===== config.mk =====
export PLATFORM = sky130hd
export DESIGN_NAME = serial_ctl_port
export DESIGN_NICKNAME = d
export VERILOG_FILES = /design/src/rtl/serial_ctl_pkg.sv /design/src/rtl/scp_sync.sv /design/src/rtl/scp_rx_shift.sv /design/src/rtl/scp_tx_shift.sv /design/src/rtl/scp_status_pack.sv /design/src/rtl/scp_ctl_reg.sv /design/src/rtl/serial_ctl_port.sv
export SDC_FILE = /design/constraint.sdc
export NUM_CORES = 1
export LEC_CHECK = 0
export BUFFER_PORTS_ARGS = -buffer_cell sky130_fd_sc_hd__buf_2
export CORE_AREA = 4 4 76 78
export DETAILED_ROUTE_END_ITERATION = 10
export DIE_AREA = 0 0 80 82
export PLACE_DENSITY = 0.83
export SKIP_LAST_GASP = 1
export SLEW_MARGIN = 20
export SYNTH_ARGS = -nofsm -noshare
export SYNTH_HDL_FRONTEND = slang
export SYNTH_HIERARCHICAL = 1
export SYNTH_SLANG_ARGS = --single-unit

===== constraint.sdc =====
create_clock -name clk -period 2.4 [get_ports clk]
set_clock_uncertainty 0.1 [all_clocks]
set_input_delay 0.24 -clock clk [delete_from_list [all_inputs] [get_ports clk]]
set_output_delay 0.24 -clock clk [all_outputs]
set_load 0.05 [all_outputs]

===== src/rtl/serial_ctl_pkg.sv =====
package serial_ctl_pkg;
  localparam int NUM_DRV     = 6;
  localparam int CTL_CLR_BIT = 0;
  localparam int CTL_DRV_LSB = 1;
  localparam int CTL_OLD_BIT = 13;
  localparam int CTL_DLY_BIT = 14;
  localparam int CTL_RUN_BIT = 15;
  localparam int ST_TEMP_BIT = 0;
  localparam int ST_OUT_LSB  = 1;
  localparam int ST_SC_BIT   = 13;
  localparam int ST_INH_BIT  = 14;
  localparam int ST_SF_BIT   = 15;

  function automatic logic [15:0] por_word();
    logic [15:0] w;
    w = '0;
    w[CTL_RUN_BIT] = 1'b1;
    w[CTL_DLY_BIT] = 1'b1;
    w[CTL_OLD_BIT] = 1'b1;
    return w;
  endfunction
endpackage


===== src/rtl/scp_sync.sv =====
module scp_sync #(
  parameter int STAGES = 2,
  parameter int N = 3,
  parameter logic [N-1:0] RST_VAL = '0
) (
  input  logic         clk,
  input  logic         rst,
  input  logic [N-1:0] din,
  output logic [N-1:0] lvl
);
  genvar g;
  generate
    for (g = 0; g < N; g++) begin : g_bit
      logic [STAGES-1:0] chain;
      always_ff @(posedge clk) begin
        if (rst) begin
          chain <= {STAGES{RST_VAL[g]}};
        end else begin
          chain[0] <= din[g];
          for (int k = 1; k < STAGES; k++) chain[k] <= chain[k-1];
        end
      end
      assign lvl[g] = chain[STAGES-1];
    end
  endgenerate
endmodule


===== src/rtl/scp_rx_shift.sv =====
module scp_rx_shift #(
  parameter int W = 16,
  parameter logic [W-1:0] POR = '0
) (
  input  logic         clk,
  input  logic         rst,
  input  logic         shift_en,
  input  logic         din,
  output logic [W-1:0] word
);
  always_ff @(posedge clk) begin
    if (rst) word <= POR;
    else if (shift_en) word <= {din, word[W-1:1]};
  end
endmodule


===== src/rtl/scp_tx_shift.sv =====
module scp_tx_shift #(
  parameter int W = 16
) (
  input  logic         clk,
  input  logic         rst,
  input  logic         load,
  input  logic [W-1:0] load_word,
  input  logic         fall_evt,
  input  logic         rise_evt,
  input  logic         fill,
  output logic         sdo
);
  logic [W-1:0] sr;
  logic armed;

  always_ff @(posedge clk) begin
    if (rst) begin
      sr    <= '0;
      armed <= 1'b0;
    end else if (load) begin
      sr    <= load_word;
      armed <= 1'b0;
    end else begin
      if (fall_evt) armed <= 1'b1;
      if (rise_evt && armed) begin
        sr    <= {fill, sr[W-1:1]};
        armed <= 1'b0;
      end
    end
  end

  assign sdo = sr[0];
endmodule


===== src/rtl/scp_status_pack.sv =====
module scp_status_pack
  import serial_ctl_pkg::*;
#(
  parameter int W = 16
) (
  input  logic               temp_warn,
  input  logic [NUM_DRV-1:0] out_state,
  input  logic               short_flag,
  input  logic               inhibit,
  input  logic               supply_fail,
  input  logic               ot_shutdown,
  output logic [W-1:0]       word
);
  always_comb begin
    word = '0;
    word[ST_TEMP_BIT] = temp_warn;
    for (int i = 0; i < NUM_DRV; i++) word[ST_OUT_LSB+i] = out_state[i];
    word[ST_SC_BIT]  = short_flag;
    word[ST_INH_BIT] = inhibit;
    word[ST_SF_BIT]  = supply_fail;
    if (ot_shutdown) word = '1;
  end
endmodule


===== src/rtl/scp_ctl_reg.sv =====
module scp_ctl_reg
  import serial_ctl_pkg::*;
#(
  parameter int W = 16,
  parameter logic [W-1:0] POR = '0
) (
  input  logic               clk,
  input  logic               rst,
  input  logic               commit,
  input  logic [W-1:0]       word_in,
  input  logic               hw_run,
  output logic [W-1:0]       ctl_q,
  output logic [NUM_DRV-1:0] drv_q,
  output logic               clr_q
);
  always_ff @(posedge clk) begin
    if (rst) begin
      ctl_q <= POR;
      drv_q <= '0;
      clr_q <= 1'b0;
    end else begin
      if (commit) ctl_q <= word_in;
      clr_q <= commit & word_in[CTL_CLR_BIT];
      drv_q <= ctl_q[CTL_DRV_LSB +: NUM_DRV]
               & {NUM_DRV{ctl_q[CTL_RUN_BIT] & hw_run}};
    end
  end
endmodule


===== src/rtl/serial_ctl_port.sv =====
module serial_ctl_port
  import serial_ctl_pkg::*;
#(
  parameter int WORD_W = 16,
  parameter int SYNC_STAGES = 2
) (
  input  logic               clk,
  input  logic               rst,
  input  logic               csn_i,
  input  logic               sclk_i,
  input  logic               sdi_i,
  output logic               sdo_o,
  output logic               sdo_en_o,
  input  logic               hw_run_i,
  input  logic               temp_warn_i,
  input  logic [NUM_DRV-1:0] out_state_i,
  input  logic               short_i,
  input  logic               supply_fail_i,
  input  logic               ot_shutdown_i,
  output logic [WORD_W-1:0]  ctl_word_o,
  output logic [NUM_DRV-1:0] drv_en_o,
  output logic               open_load_en_o,
  output logic               long_delay_o,
  output logic               run_o,
  output logic               stat_clr_o
);
  localparam logic [WORD_W-1:0] POR_W = WORD_W'(por_word());

  logic [2:0] pin_s;
  logic cs_prv, ck_prv;
  logic cs_rise_evt, cs_fall_evt, ck_rise_evt, ck_fall_evt;
  logic [WORD_W-1:0] rx_word, snap_word;
  logic inhibit_now;

  scp_sync #(.STAGES(SYNC_STAGES), .N(3), .RST_VAL(3'b001)) u_sync (
    .clk(clk), .rst(rst), .din({sdi_i, sclk_i, csn_i}), .lvl(pin_s));

  always_ff @(posedge clk) begin
    if (rst) begin
      cs_prv <= 1'b1;
      ck_prv <= 1'b0;
    end else begin
      cs_prv <= pin_s[0];
      ck_prv <= pin_s[1];
    end
  end

  assign cs_fall_evt = cs_prv & ~pin_s[0];
  assign cs_rise_evt = ~cs_prv & pin_s[0];
  assign ck_rise_evt = ~ck_prv & pin_s[1] & ~pin_s[0];
  assign ck_fall_evt = ck_prv & ~pin_s[1] & ~pin_s[0];

  always_ff @(posedge clk) begin
    if (rst) sdo_en_o <= 1'b0;
    else if (cs_fall_evt) sdo_en_o <= 1'b1;
    else if (cs_rise_evt) sdo_en_o <= 1'b0;
  end

  scp_rx_shift #(.W(WORD_W), .POR(POR_W)) u_rx (
    .clk(clk), .rst(rst), .shift_en(ck_fall_evt), .din(pin_s[2]), .word(rx_word));

  assign inhibit_now = ~(hw_run_i & ctl_word_o[CTL_RUN_BIT]);

  scp_status_pack #(.W(WORD_W)) u_pack (
    .temp_warn(temp_warn_i), .out_state(out_state_i), .short_flag(short_i),
    .inhibit(inhibit_now), .supply_fail(supply_fail_i),
    .ot_shutdown(ot_shutdown_i), .word(snap_word));

  scp_tx_shift #(.W(WORD_W)) u_tx (
    .clk(clk), .rst(rst), .load(cs_fall_evt), .load_word(snap_word),
    .fall_evt(ck_fall_evt), .rise_evt(ck_rise_evt),
    .fill(rx_word[WORD_W-1]), .sdo(sdo_o));

  scp_ctl_reg #(.W(WORD_W), .POR(POR_W)) u_ctl (
    .clk(clk), .rst(rst), .commit(cs_rise_evt), .word_in(rx_word),
    .hw_run(hw_run_i), .ctl_q(ctl_word_o), .drv_q(drv_en_o), .clr_q(stat_clr_o));

  assign open_load_en_o = ~ctl_word_o[CTL_OLD_BIT];
  assign long_delay_o   = ctl_word_o[CTL_DLY_BIT];
  assign run_o          = ctl_word_o[CTL_RUN_BIT];
endmodule


==> flow_metrics.env, run 1 <==
export IMPL_cts_post_setup_buffers_inserted=0
export IMPL_synth_warnings=6
export IMPL_synth_net_count=273
export IMPL_cellPowerDensity_nw_per_um2=721.1
export IMPL_yosysSeqAreaShare_pct=46.59
export IMPL_worstMarginPinSlew_ps=683.9
export IMPL_cp_slowest_stage_delay_ps=580
export IMPL_timing_hold_worst_start="ot_shutdown_i"
export IMPL_worst_hold_slack_ps=256.8
export IMPL_insertedDiodeCount=0
export IMPL_cts_tree="done"
export IMPL_crit_path_arrival_time_ps=1880
export IMPL_slew_viol_final=0
export IMPL_number_of_endpoints_with_negative_hold_slack_in_the_final_report=0
export IMPL_finalSetupViolations=0
export IMPL_commonest_cells_after_routing_fill_and_taps_aside="65 x sky130_fd_sc_hd__dfxtp_1, 43 x sky130_fd_sc_hd__buf_2, 37 x sky130_fd_sc_hd__nor2_1, 26 x sky130_fd_sc_hd__nor2b_1, 26 x sky130_fd_sc_hd__mux2i_1"
export IMPL_timing_max_slew_rel_slack_pct=54.41
export IMPL_die_width_um=80
export IMPL_power_leakage_nw=1.221
export IMPL_rsz0062_at_grt="false"
export IMPL_layout_cells_most_common="sky130_fd_sc_hd__dfxtp_1"
export IMPL_cts_htree_levels=3
export IMPL_start_kind="flip-flop"
export IMPL_r2r_start="u_sync/g_bit[0].chain[1]$_SDFF_PP1_"
export IMPL_max_freq_ghz=0.5589
export IMPL_fin_setup_tns_ps=0
export IMPL_crit_reg2reg_capture="u_tx/sr[9]$_SDFFE_PP0P_"
export IMPL_final_layout_size_suffix_gt1_share_pct=31.65
export IMPL_floorplan_core_area_um2=5075
export IMPL_hold_depth=3
export IMPL_port_buffers=43
export IMPL_fillCellCount=421
export IMPL_min_period_over_period_pct=74.55
export IMPL_die_y_um=82
export IMPL_crit_required_ps=2490
export IMPL_place_congestion=0.7068
export IMPL_route_antenna_remaining_nets=0
export IMPL_grt_pass1_wl_mm=8.528
export IMPL_antenna_found_initial=0
export IMPL_timing_hold_worst_class="input port to flip-flop"
export IMPL_routed_wirelength_mm=5.093
export IMPL_dr_first_iter_drc_count=56
export IMPL_grt_max_degree=44
export IMPL_crit_path_category="flip-flop to flip-flop"
export IMPL_finalCriticalPeriod_ps=1789
export IMPL_drt_pre_antenna_iters=4
export IMPL_drv_cap=0
export IMPL_die_area_um2=6560
export IMPL_design_final_nets=310
export IMPL_clk_insertion_delay_late_ps=340
export IMPL_detailed_place_hpwl_mm=3.183
export IMPL_io_pin_count=44
export IMPL_synth_cell_area_um2=2793
export IMPL_routed_length_per_instance_um=13.88
export IMPL_cts_clk_slew_worst_paths_ps=70
export IMPL_avg_synthesized_cell_area_um2=10.95
export IMPL_ys_ff_latch=65
export IMPL_synth_cell_types=27
export IMPL_cts_num_sinks=65
export IMPL_grt_pass1_vias=1818
export IMPL_whs_endpoint="u_tx/sr[7]$_SDFFE_PP0P_"
export IMPL_cts_made_buffers=9
export IMPL_synth_cells=255
export IMPL_floorplan_rows=26
export IMPL_r2r_slack_ps=610
export IMPL_cts_root_buffer_cell="sky130_fd_sc_hd__clkbuf_8"
export IMPL_initial_util_pct=55.03
export IMPL_crit_slowest_cell="sky130_fd_sc_hd__and2_1"
export IMPL_global_route_usage_total_pct=17.10
export IMPL_timing_critical_path_fanout_max=10
export IMPL_ctsLongestPathBuffers=2
export IMPL_outcome="completed"
export IMPL_flow_area_growth_from_synthesis_pct=14.20
export IMPL_worstRegToRegCells=3
export IMPL_crit_chain="nor3b_2 -> and2_1 -> a2111oi_2"
export IMPL_post_route_drc_count=0
export IMPL_worst_setup_path_end_kind="flip-flop"
export IMPL_globalRouteOverflowTotal=0
export IMPL_post_drt_via_cell_ratio=5.199
export IMPL_vias=1908
export IMPL_worst_ir_drop_vdd_uv=460.6
[logic make-up after synthesis]
family / synth area share [%]
AND/OR/NAND/NOR: 20.07
flip-flops: 46.60
AO/OA/AOI/OAI: 14.34
buffers and inverters: 8.781
multiplexers: 9.319
adder cells (fa/ha/maj): 0.8959
[sequential cells by signal (all words and copies together) (netlist names)]
register            flops
u_rx/word              16
u_tx/armed              1
u_ctl/ctl_q            16
cs_prv                  1
ck_prv                  1
u_sync/g_bit.chain      6
sdo_en_o                1
u_ctl/drv_q             6
u_tx/sr                16
u_ctl/clr_q             1
[area by class of cell]
class / count / area, um2 / share of cell area [%]
clock buffer: 10 / 137.6 / 4.315
clock inverter: 6 / 90.09 / 2.825
inverter: 3 / 11.26 / 0.3531
multi-input combinational: 159 / 1256 / 39.39
sequential: 65 / 1301 / 40.80
tap: 70 / 87.58 / 2.746
timing repair buffer: 54 / 305.3 / 9.572
[power breakdown]
| part | internal (mW) | total, mW | switching [mW] |
|---|---|---|---|
| Clock | 0.616 | 1.04 | 0.425 |
| Combinational | 0.0617 | 0.146 | 0.0840 |
| Sequential | 1.10 | 1.11 | 0.0123 |
| Total | 1.78 | 2.30 | 0.521 |
[repair_timing]
action / in CTS / in global routing
hold buffers: 3 / 0
hold endpoints to repair: 3 / 0
gates resized for setup: 0 / 0
[per-stage QoR]
step	utilization, %	power, mW	setup slack (ps)	cells	area [um2]
finish	62.85	2.300	610.8	367	3189
global route	62.85	2.394	457.4	367	3189
CTS	62.85	2.326	599.2	367	3189
detailed placement	57.77	1.280	617.1	348	2932
global placement	57.77	1.276	638.5	348	2932
floorplan	-	1.255	672.1	255	2793
[per-layer routing]
layer / GRT usage, % / share of wire [%] / vias to the layer above
met5: 0 / 0 / -
met4: 9.628 / 2.4 / 0
met3: 4.825 / 4.5 / 10
met2: 26.57 / 47 / 41
met1: 21.33 / 46 / 909
li1: - / - / 948
[critical path: cells and delay by family (launching register included)]
family | cells | cell delay [ps]
and+or+nand+nor | 2 | 1010
DFF | 1 | 370
AOI/OAI and AO/OA | 1 | 160
[worst max path at each step]
stage / slack (ps) / startpoint / endpoint / depth (start not counted)
4_1_cts: 600 / u_sync/g_bit[0].chain[1]$_SDFF_PP1_ / u_tx/sr[9]$_SDFFE_PP0P_ / 3
3_5_place_dp: 620 / u_sync/g_bit[0].chain[1]$_SDFF_PP1_ / u_tx/sr[14]$_SDFFE_PP0P_ / 3
3_3_place_gp: 640 / u_sync/g_bit[0].chain[1]$_SDFF_PP1_ / u_tx/sr[11]$_SDFFE_PP0P_ / 3
2_1_floorplan: 670 / u_sync/g_bit[0].chain[1]$_SDFF_PP1_ / u_tx/sr[0]$_SDFFE_PP0P_ / 5
6_report: 610 / u_sync/g_bit[0].chain[1]$_SDFF_PP1_ / u_tx/sr[9]$_SDFFE_PP0P_ / 3
5_1_grt: 460 / u_sync/g_bit[0].chain[1]$_SDFF_PP1_ / u_tx/sr[10]$_SDFFE_PP0P_ / 4
[synth_stat cells, drive strengths merged]
master    n  share of area (%)
a21oi     1               0.18
mux2i    26                9.3
dfxtp    65                 47
a2111oi  16                8.6
and3b     1               0.36
ha        2               0.90
a211oi    9                3.7
a211o     6                1.9
nor4      1               0.22
and2b     1               0.27
or2      13                2.9
nor2b    26                5.8
nand2     3               0.67
nor4bb    7                2.5
nor3b     2               0.54
nor2     37                5.0
and2      7                1.6
buf      26                8.1
inv       3               0.40
nand2b    1               0.22
clkbuf    2               0.31
(Power assumes the default switching activity.)
==> inputs of run 2 (changes only) <==
CORE_AREA = 4 4 80 82   (was 4 4 76 78)
DIE_AREA = 0 0 84 86   (was 0 0 80 82)
PLACE_DENSITY = 0.79   (was 0.83)
clock period = 1.5 ns   (was 2.4 ns; I/O delays follow)
==> flow_metrics.env, run 2 (same netlist as run 1, synthesis figures left out) <==
export IMPL_final_layout_size_suffix_gt1_share_pct=37.38
export IMPL_cellPowerDensity_nw_per_um2=1061
export IMPL_insertedDiodeCount=0
export IMPL_grt_pass1_wl_mm=8.073
export IMPL_worstMarginPinSlew_ps=323.9
export IMPL_cp_slowest_stage_delay_ps=370
export IMPL_number_of_endpoints_with_negative_hold_slack_in_the_final_report=0
export IMPL_antenna_found_initial=0
export IMPL_finalSetupViolations=0
export IMPL_timing_critical_path_buf_inv=2
export IMPL_post_drt_via_cell_ratio=5.066
export IMPL_layout_cells_most_common="sky130_fd_sc_hd__dfxtp_1"
export IMPL_cts_post_setup_buffers_inserted=0
export IMPL_crit_chain="inv_1 -> ha_4 -> clkbuf_16 -> nor4bb_4 -> a2111oi_4"
export IMPL_drt_pre_antenna_iters=4
export IMPL_clk_insertion_delay_late_ps=330
export IMPL_die_y_um=86
export IMPL_floorplan_rows=28
export IMPL_io_pin_count=44
export IMPL_finalCriticalPeriod_ps=1472
export IMPL_switching_component_of_the_power_mw=0.8377
export IMPL_outcome="completed"
export IMPL_p_seq_share_pct=48.0
export IMPL_crit_required_ps=1600
export IMPL_cts_made_buffers=9
export IMPL_vias=1925
export IMPL_total_power_mw=3.718
export IMPL_fillCellCount=455
export IMPL_dr_first_iter_drc_count=90
export IMPL_routed_length_per_instance_um=14.01
export IMPL_critPathTopFamily="flip-flops"
export IMPL_cts_clk_slew_worst_paths_ps=80
export IMPL_worst_hold_slack_ps=71.86
export IMPL_cts_htree_levels=3
export IMPL_cts_root_buffer_cell="sky130_fd_sc_hd__clkbuf_8"
export IMPL_commonest_cells_after_routing_fill_and_taps_aside="63 x sky130_fd_sc_hd__dfxtp_1, 43 x sky130_fd_sc_hd__buf_2, 37 x sky130_fd_sc_hd__nor2_1, 26 x sky130_fd_sc_hd__nor2b_1, 26 x sky130_fd_sc_hd__mux2i_1"
export IMPL_placed_cell_area_um2=3027
export IMPL_start_kind="flip-flop"
export IMPL_grt_max_degree=44
export IMPL_largest_registers="u_ctl/ctl_q: 16 flops, u_rx/word: 16 flops, u_tx/sr: 16 flops"
export IMPL_fin_setup_tns_ps=0
export IMPL_comb_power_share_pct=7.8
export IMPL_floorplan_core_area_um2=5746
export IMPL_p_int_mw=2.880
export IMPL_finalInstanceArea_um2=3505
export IMPL_power_leakage_nw=1.293
export IMPL_timing_critical_path_fanout_max=11
export IMPL_worst_ir_drop_vdd_uv=562.6
export IMPL_min_period_over_period_pct=98.16
export IMPL_die_area_um2=7224
export IMPL_slew_viol_final=0
export IMPL_drv_cap=0
export IMPL_post_route_drc_count=0
export IMPL_swShare_pct=22.53
export IMPL_max_freq_ghz=0.6791
export IMPL_flow_area_growth_from_synthesis_pct=25.49
export IMPL_global_route_usage_total_pct=13.76
export IMPL_grt_pass1_vias=1811
export IMPL_design_final_nets=318
export IMPL_rsz0062_at_grt="true"
export IMPL_crit_path_arrival_time_ps=1570
export IMPL_port_buffers=43
export IMPL_cts_num_sinks=65
export IMPL_power_frac_clock_pct=44.1
export IMPL_crit_path_category="flip-flop to flip-flop"
export IMPL_globalRouteOverflowTotal=0
export IMPL_initial_util_pct=48.61
export IMPL_routed_wirelength_mm=5.325
export IMPL_cts_tree="done"
export IMPL_detailed_place_hpwl_mm=3.307
export IMPL_worst_setup_path_end_kind="flip-flop"
export IMPL_crit_slowest_cell="sky130_fd_sc_hd__dfxtp_2"
export IMPL_timing_hold_worst_class="input port to flip-flop"
export IMPL_ctsLongestPathBuffers=2
export IMPL_route_antenna_remaining_nets=0
export IMPL_place_congestion=0.7266
export IMPL_timing_max_slew_rel_slack_pct=78.12
export IMPL_die_width_um=84
-- run 2: cell types whose count changed in the layout (fill, tap and decap cells not counted), moves of 2 or more --
cell / change
sky130_fd_sc_hd__dfxtp_1: -2
sky130_fd_sc_hd__buf_12: +3
sky130_fd_sc_hd__nor4bb_1: -6
sky130_fd_sc_hd__ha_1: -2
sky130_fd_sc_hd__a2111oi_2: -7
sky130_fd_sc_hd__a2111oi_4: +7
sky130_fd_sc_hd__clkbuf_16: +2
sky130_fd_sc_hd__nor4bb_2: +5
sky130_fd_sc_hd__dfxtp_2: +2
sky130_fd_sc_hd__buf_6: +3
-- run 2: area by class of cell --
class,instances,area (um2),share of cell area (%)
Clock buffer,10,137.6,3.927
Clock inverter,6,90.09,2.571
Inverter,3,11.26,0.3213
Multi-Input combinational cell,159,1419,40.49
Sequential cell,65,1304,37.20
Tap cell,75,93.84,2.678
Timing Repair Buffer,62,449.2,12.82
-- run 2: final timing paths --
check / slack [ps] / start / cells after the start / to
max: 30 / u_sync/g_bit[0].chain[1]$_SDFF_PP1_ / 5 / u_tx/sr[7]$_SDFFE_PP0P_
max reg2reg: 30 / u_sync/g_bit[0].chain[1]$_SDFF_PP1_ / 5 / u_tx/sr[7]$_SDFFE_PP0P_
min: 70 / rst / 2 / u_rx/word[5]$_SDFFE_PP0P_
min reg2reg: 330 / u_sync/g_bit[0].chain[0]$_SDFF_PP1_ / 1 / u_sync/g_bit[0].chain[1]$_SDFF_PP1_
-- run 2: timing repair --
| item | in CTS | in global routing |
|---|---|---|
| pin swaps | 0 | 5 |
| endpoints found under the setup margin | 15 | 21 |
| hold buffers | 3 | 0 |
| hold endpoints to repair | 3 | 0 |
| gates resized for setup | 4 | 20 |
| gates cloned | 0 | 2 |
-- run 2: layer usage --
metal | share of wire, % | GRT usage [%] | vias up | routed length, um
met3 | 3.5 | 4.803 | 10 | 188
met4 | 1.7 | 5.556 | 0 | 91
met2 | 49 | 23.21 | 41 | 2626
met5 | 0 | 0 | - | 0
li1 | - | - | 962 | -
met1 | 45 | 16.05 | 912 | 2418
-- run 2: worst reg2reg max path, cell delays in order, from the launching register on --
cell and delay, ps:
sky130_fd_sc_hd__dfxtp_2 370, sky130_fd_sc_hd__inv_1 80, sky130_fd_sc_hd__ha_4 190, sky130_fd_sc_hd__clkbuf_16 180
sky130_fd_sc_hd__nor4bb_4 340, sky130_fd_sc_hd__a2111oi_4 90
-- run 2: metrics by stage --
step	setup WS [ps]	cells	util, %
3_3_place_gp	11.84	359	52.68
4_1_cts	-9.585	378	57.38
3_5_place_dp	-62.94	359	52.68
6_report	27.54	380	61.00
5_1_grt	-46.62	380	61.00
2_1_floorplan	1.415	255	-
-- run 2: power groups by stage --
stage	Sequential, mW	Combinational [mW]	Clock (mW)
2_1_floorplan	1.83	0.180	0
3_3_place_gp	1.82	0.234	0
3_5_place_dp	1.82	0.240	0
4_1_cts	1.78	0.246	1.68
5_1_grt	1.79	0.314	1.76
6_report	1.79	0.291	1.64
==> inputs of run 3 (changes only) <==
CTS_BUF_LIST = sky130_fd_sc_hd__clkbuf_8 sky130_fd_sc_hd__clkbuf_16   (was unset)
clock period = 1.25 ns   (was 1.5 ns; I/O delays follow)
==> flow_metrics.env, run 3 (same netlist as run 1, synthesis figures left out) <==
export IMPL_global_route_usage_total_pct=15.92
export IMPL_die_width_um=84
export IMPL_final_layout_size_suffix_gt1_share_pct=39.87
export IMPL_flow_area_growth_from_synthesis_pct=29.21
export IMPL_sequential_cell_area_um2=1305
export IMPL_grt_pass1_vias=1990
export IMPL_post_drt_via_cell_ratio=5.064
export IMPL_hold_depth=3
export IMPL_slew_viol_final=0
export IMPL_postLayoutSetupSlackWorst_ps=-194.3
export IMPL_worst_setup_path_end_kind="flip-flop"
export IMPL_number_of_endpoints_with_negative_hold_slack_in_the_final_report=0
export IMPL_layout_cells_most_common="sky130_fd_sc_hd__dfxtp_1"
export IMPL_routed_wirelength_mm=5.467
export IMPL_power_leakage_nw=1.333
export IMPL_cp_slowest_stage_delay_ps=340
export IMPL_fillCellCount=443
export IMPL_design_final_nets=329
export IMPL_finalSetupViolations=39
export IMPL_multiInputGateArea_um2=1414
export IMPL_layoutNonFillerInstCount=391
export IMPL_post_route_drc_count=0
export IMPL_post_place_cells=363
export IMPL_floorplan_rows=28
export IMPL_critPathTopFamily="simple AND/OR/NAND/NOR gates"
export IMPL_grt_pass1_wl_mm=9.080
export IMPL_vias=1980
export IMPL_clk_insertion_delay_late_ps=340
export IMPL_globalRouteOverflowTotal=0
export IMPL_crit_chain="nor3b_4 -> buf_12 -> nor4bb_2 -> a2111oi_2"
export IMPL_finalCriticalPeriod_ps=1444
export IMPL_port_buffers=43
export IMPL_crit_path_category="flip-flop to flip-flop"
export IMPL_initial_util_pct=48.61
export IMPL_io_pin_count=44
export IMPL_max_freq_ghz=0.6924
export IMPL_antenna_found_initial=0
export IMPL_cts_tree="done"
export IMPL_worst_ir_drop_vdd_uv=727.7
export IMPL_ctsLongestPathBuffers=2
export IMPL_cts_root_buffer_cell="sky130_fd_sc_hd__clkbuf_8"
export IMPL_timing_hold_worst_class="input port to flip-flop"
export IMPL_crit_path_arrival_time_ps=1560
export IMPL_failed_checks="negative setup slack"
export IMPL_cts_made_buffers=9
export IMPL_place_congestion=0.7096
export IMPL_timing_max_slew_rel_slack_pct=78.55
export IMPL_die_area_um2=7224
export IMPL_min_period_over_period_pct=115.5
export IMPL_cts_num_sinks=65
export IMPL_commonest_cells_after_routing_fill_and_taps_aside="64 x sky130_fd_sc_hd__dfxtp_1, 41 x sky130_fd_sc_hd__buf_2, 37 x sky130_fd_sc_hd__nor2_1, 26 x sky130_fd_sc_hd__nor2b_1, 25 x sky130_fd_sc_hd__mux2i_1"
export IMPL_worstRegToRegCells=4
export IMPL_timing_critical_path_fanout_max=14
export IMPL_floorplan_core_area_um2=5746
export IMPL_path_depth=4
export IMPL_die_y_um=86
export IMPL_outcome="complete, but fails checks"
export IMPL_detailed_place_hpwl_mm=3.121
export IMPL_dr_first_iter_drc_count=66
export IMPL_insertedDiodeCount=0
export IMPL_layout_core_utilization_pct=62.80
export IMPL_cts_htree_levels=3
export IMPL_rsz0062_at_grt="true"
export IMPL_cts_clk_slew_worst_paths_ps=70
export IMPL_grt_max_degree=25
export IMPL_worstMarginPinSlew_ps=319.9
export IMPL_routed_length_per_instance_um=13.98
export IMPL_route_antenna_remaining_nets=0
export IMPL_timing_critical_path_buf_inv=1
export IMPL_cellPowerDensity_nw_per_um2=1209
export IMPL_start_kind="flip-flop"
export IMPL_largest_registers="u_ctl/ctl_q: 16 flops, u_rx/word: 16 flops, u_tx/sr: 16 flops"
export IMPL_drt_pre_antenna_iters=5
export IMPL_crit_slowest_cell="sky130_fd_sc_hd__dfxtp_1"
export IMPL_crit_required_ps=1370
export IMPL_dp_worst_setup_slack_ps=-391.1
export IMPL_drv_cap=0
run 3: repair_timing:
item                                   in CTS  in global routing
hold buffers                                4                  0
endpoints found under the hold margin       4                  0
buffers inserted                            7                  0
pin swaps                                   5                  5
gates resized for setup                    24                  8
cloned                                      0                  1
setup endpoints to repair                  50                 51
run 3: path summary, 6_finish.rpt:
kind,start,endpoint,slack [ps]
worst max register to register,ck_prv$_SDFF_PP0_,u_tx/sr[12]$_SDFFE_PP0P_,-190
worst max-delay path,ck_prv$_SDFF_PP0_,u_tx/sr[12]$_SDFFE_PP0P_,-190
worst min register to register,u_sync/g_bit[0].chain[0]$_SDFF_PP1_,u_sync/g_bit[0].chain[1]$_SDFF_PP1_,310
worst min-delay path,ot_shutdown_i,u_tx/sr[7]$_SDFFE_PP0P_,160
run 3: per-stage QoR:
stage	TNS, ps	power (mW)	cell area (um2)	hold slack (ps)
detailed placement	-9196	2.479	3103	211.2
finish	-4831	4.361	3608	155.7
global placement	-7570	2.473	3103	206.3
global route	-7845	4.528	3608	163.0
CTS	-4518	4.364	3555	149.6
floorplan	-3696	2.421	2868	93.86
run 3: cell type report:
class | count | share of cell area, %
timing repair buffer | 73 | 15.81
clock inverter | 5 | 1.734
multi-input combinational | 159 | 39.18
sequential | 65 | 36.17
inverter | 3 | 0.3121
tap | 75 | 2.601
clock buffer | 11 | 4.196
run 3: tightest hold or removal path: cells and delay by family:
kind | cells | cell delay (ps)
buffers and inverters | 1 | 190
and+or+nand+nor | 1 | 160
AOI/OAI and AO/OA | 1 | 60
run 3: report_power, final:
part / leakage (nW) / internal (mW) / switching [mW]
registers: 0.528 / 2.11 / 0.0297
clock network: 0.102 / 1.04 / 0.827
logic: 0.704 / 0.167 / 0.186
run 3: routing by layer:
metal / share of wire [%] / vias up / track usage (%)
li1: - / 983 / -
met1: 44 / 929 / 18.61
met2: 48 / 52 / 25.89
met3: 4.8 / 16 / 3.650
met4: 3.4 / 0 / 11.11
met5: 0 / - / 0
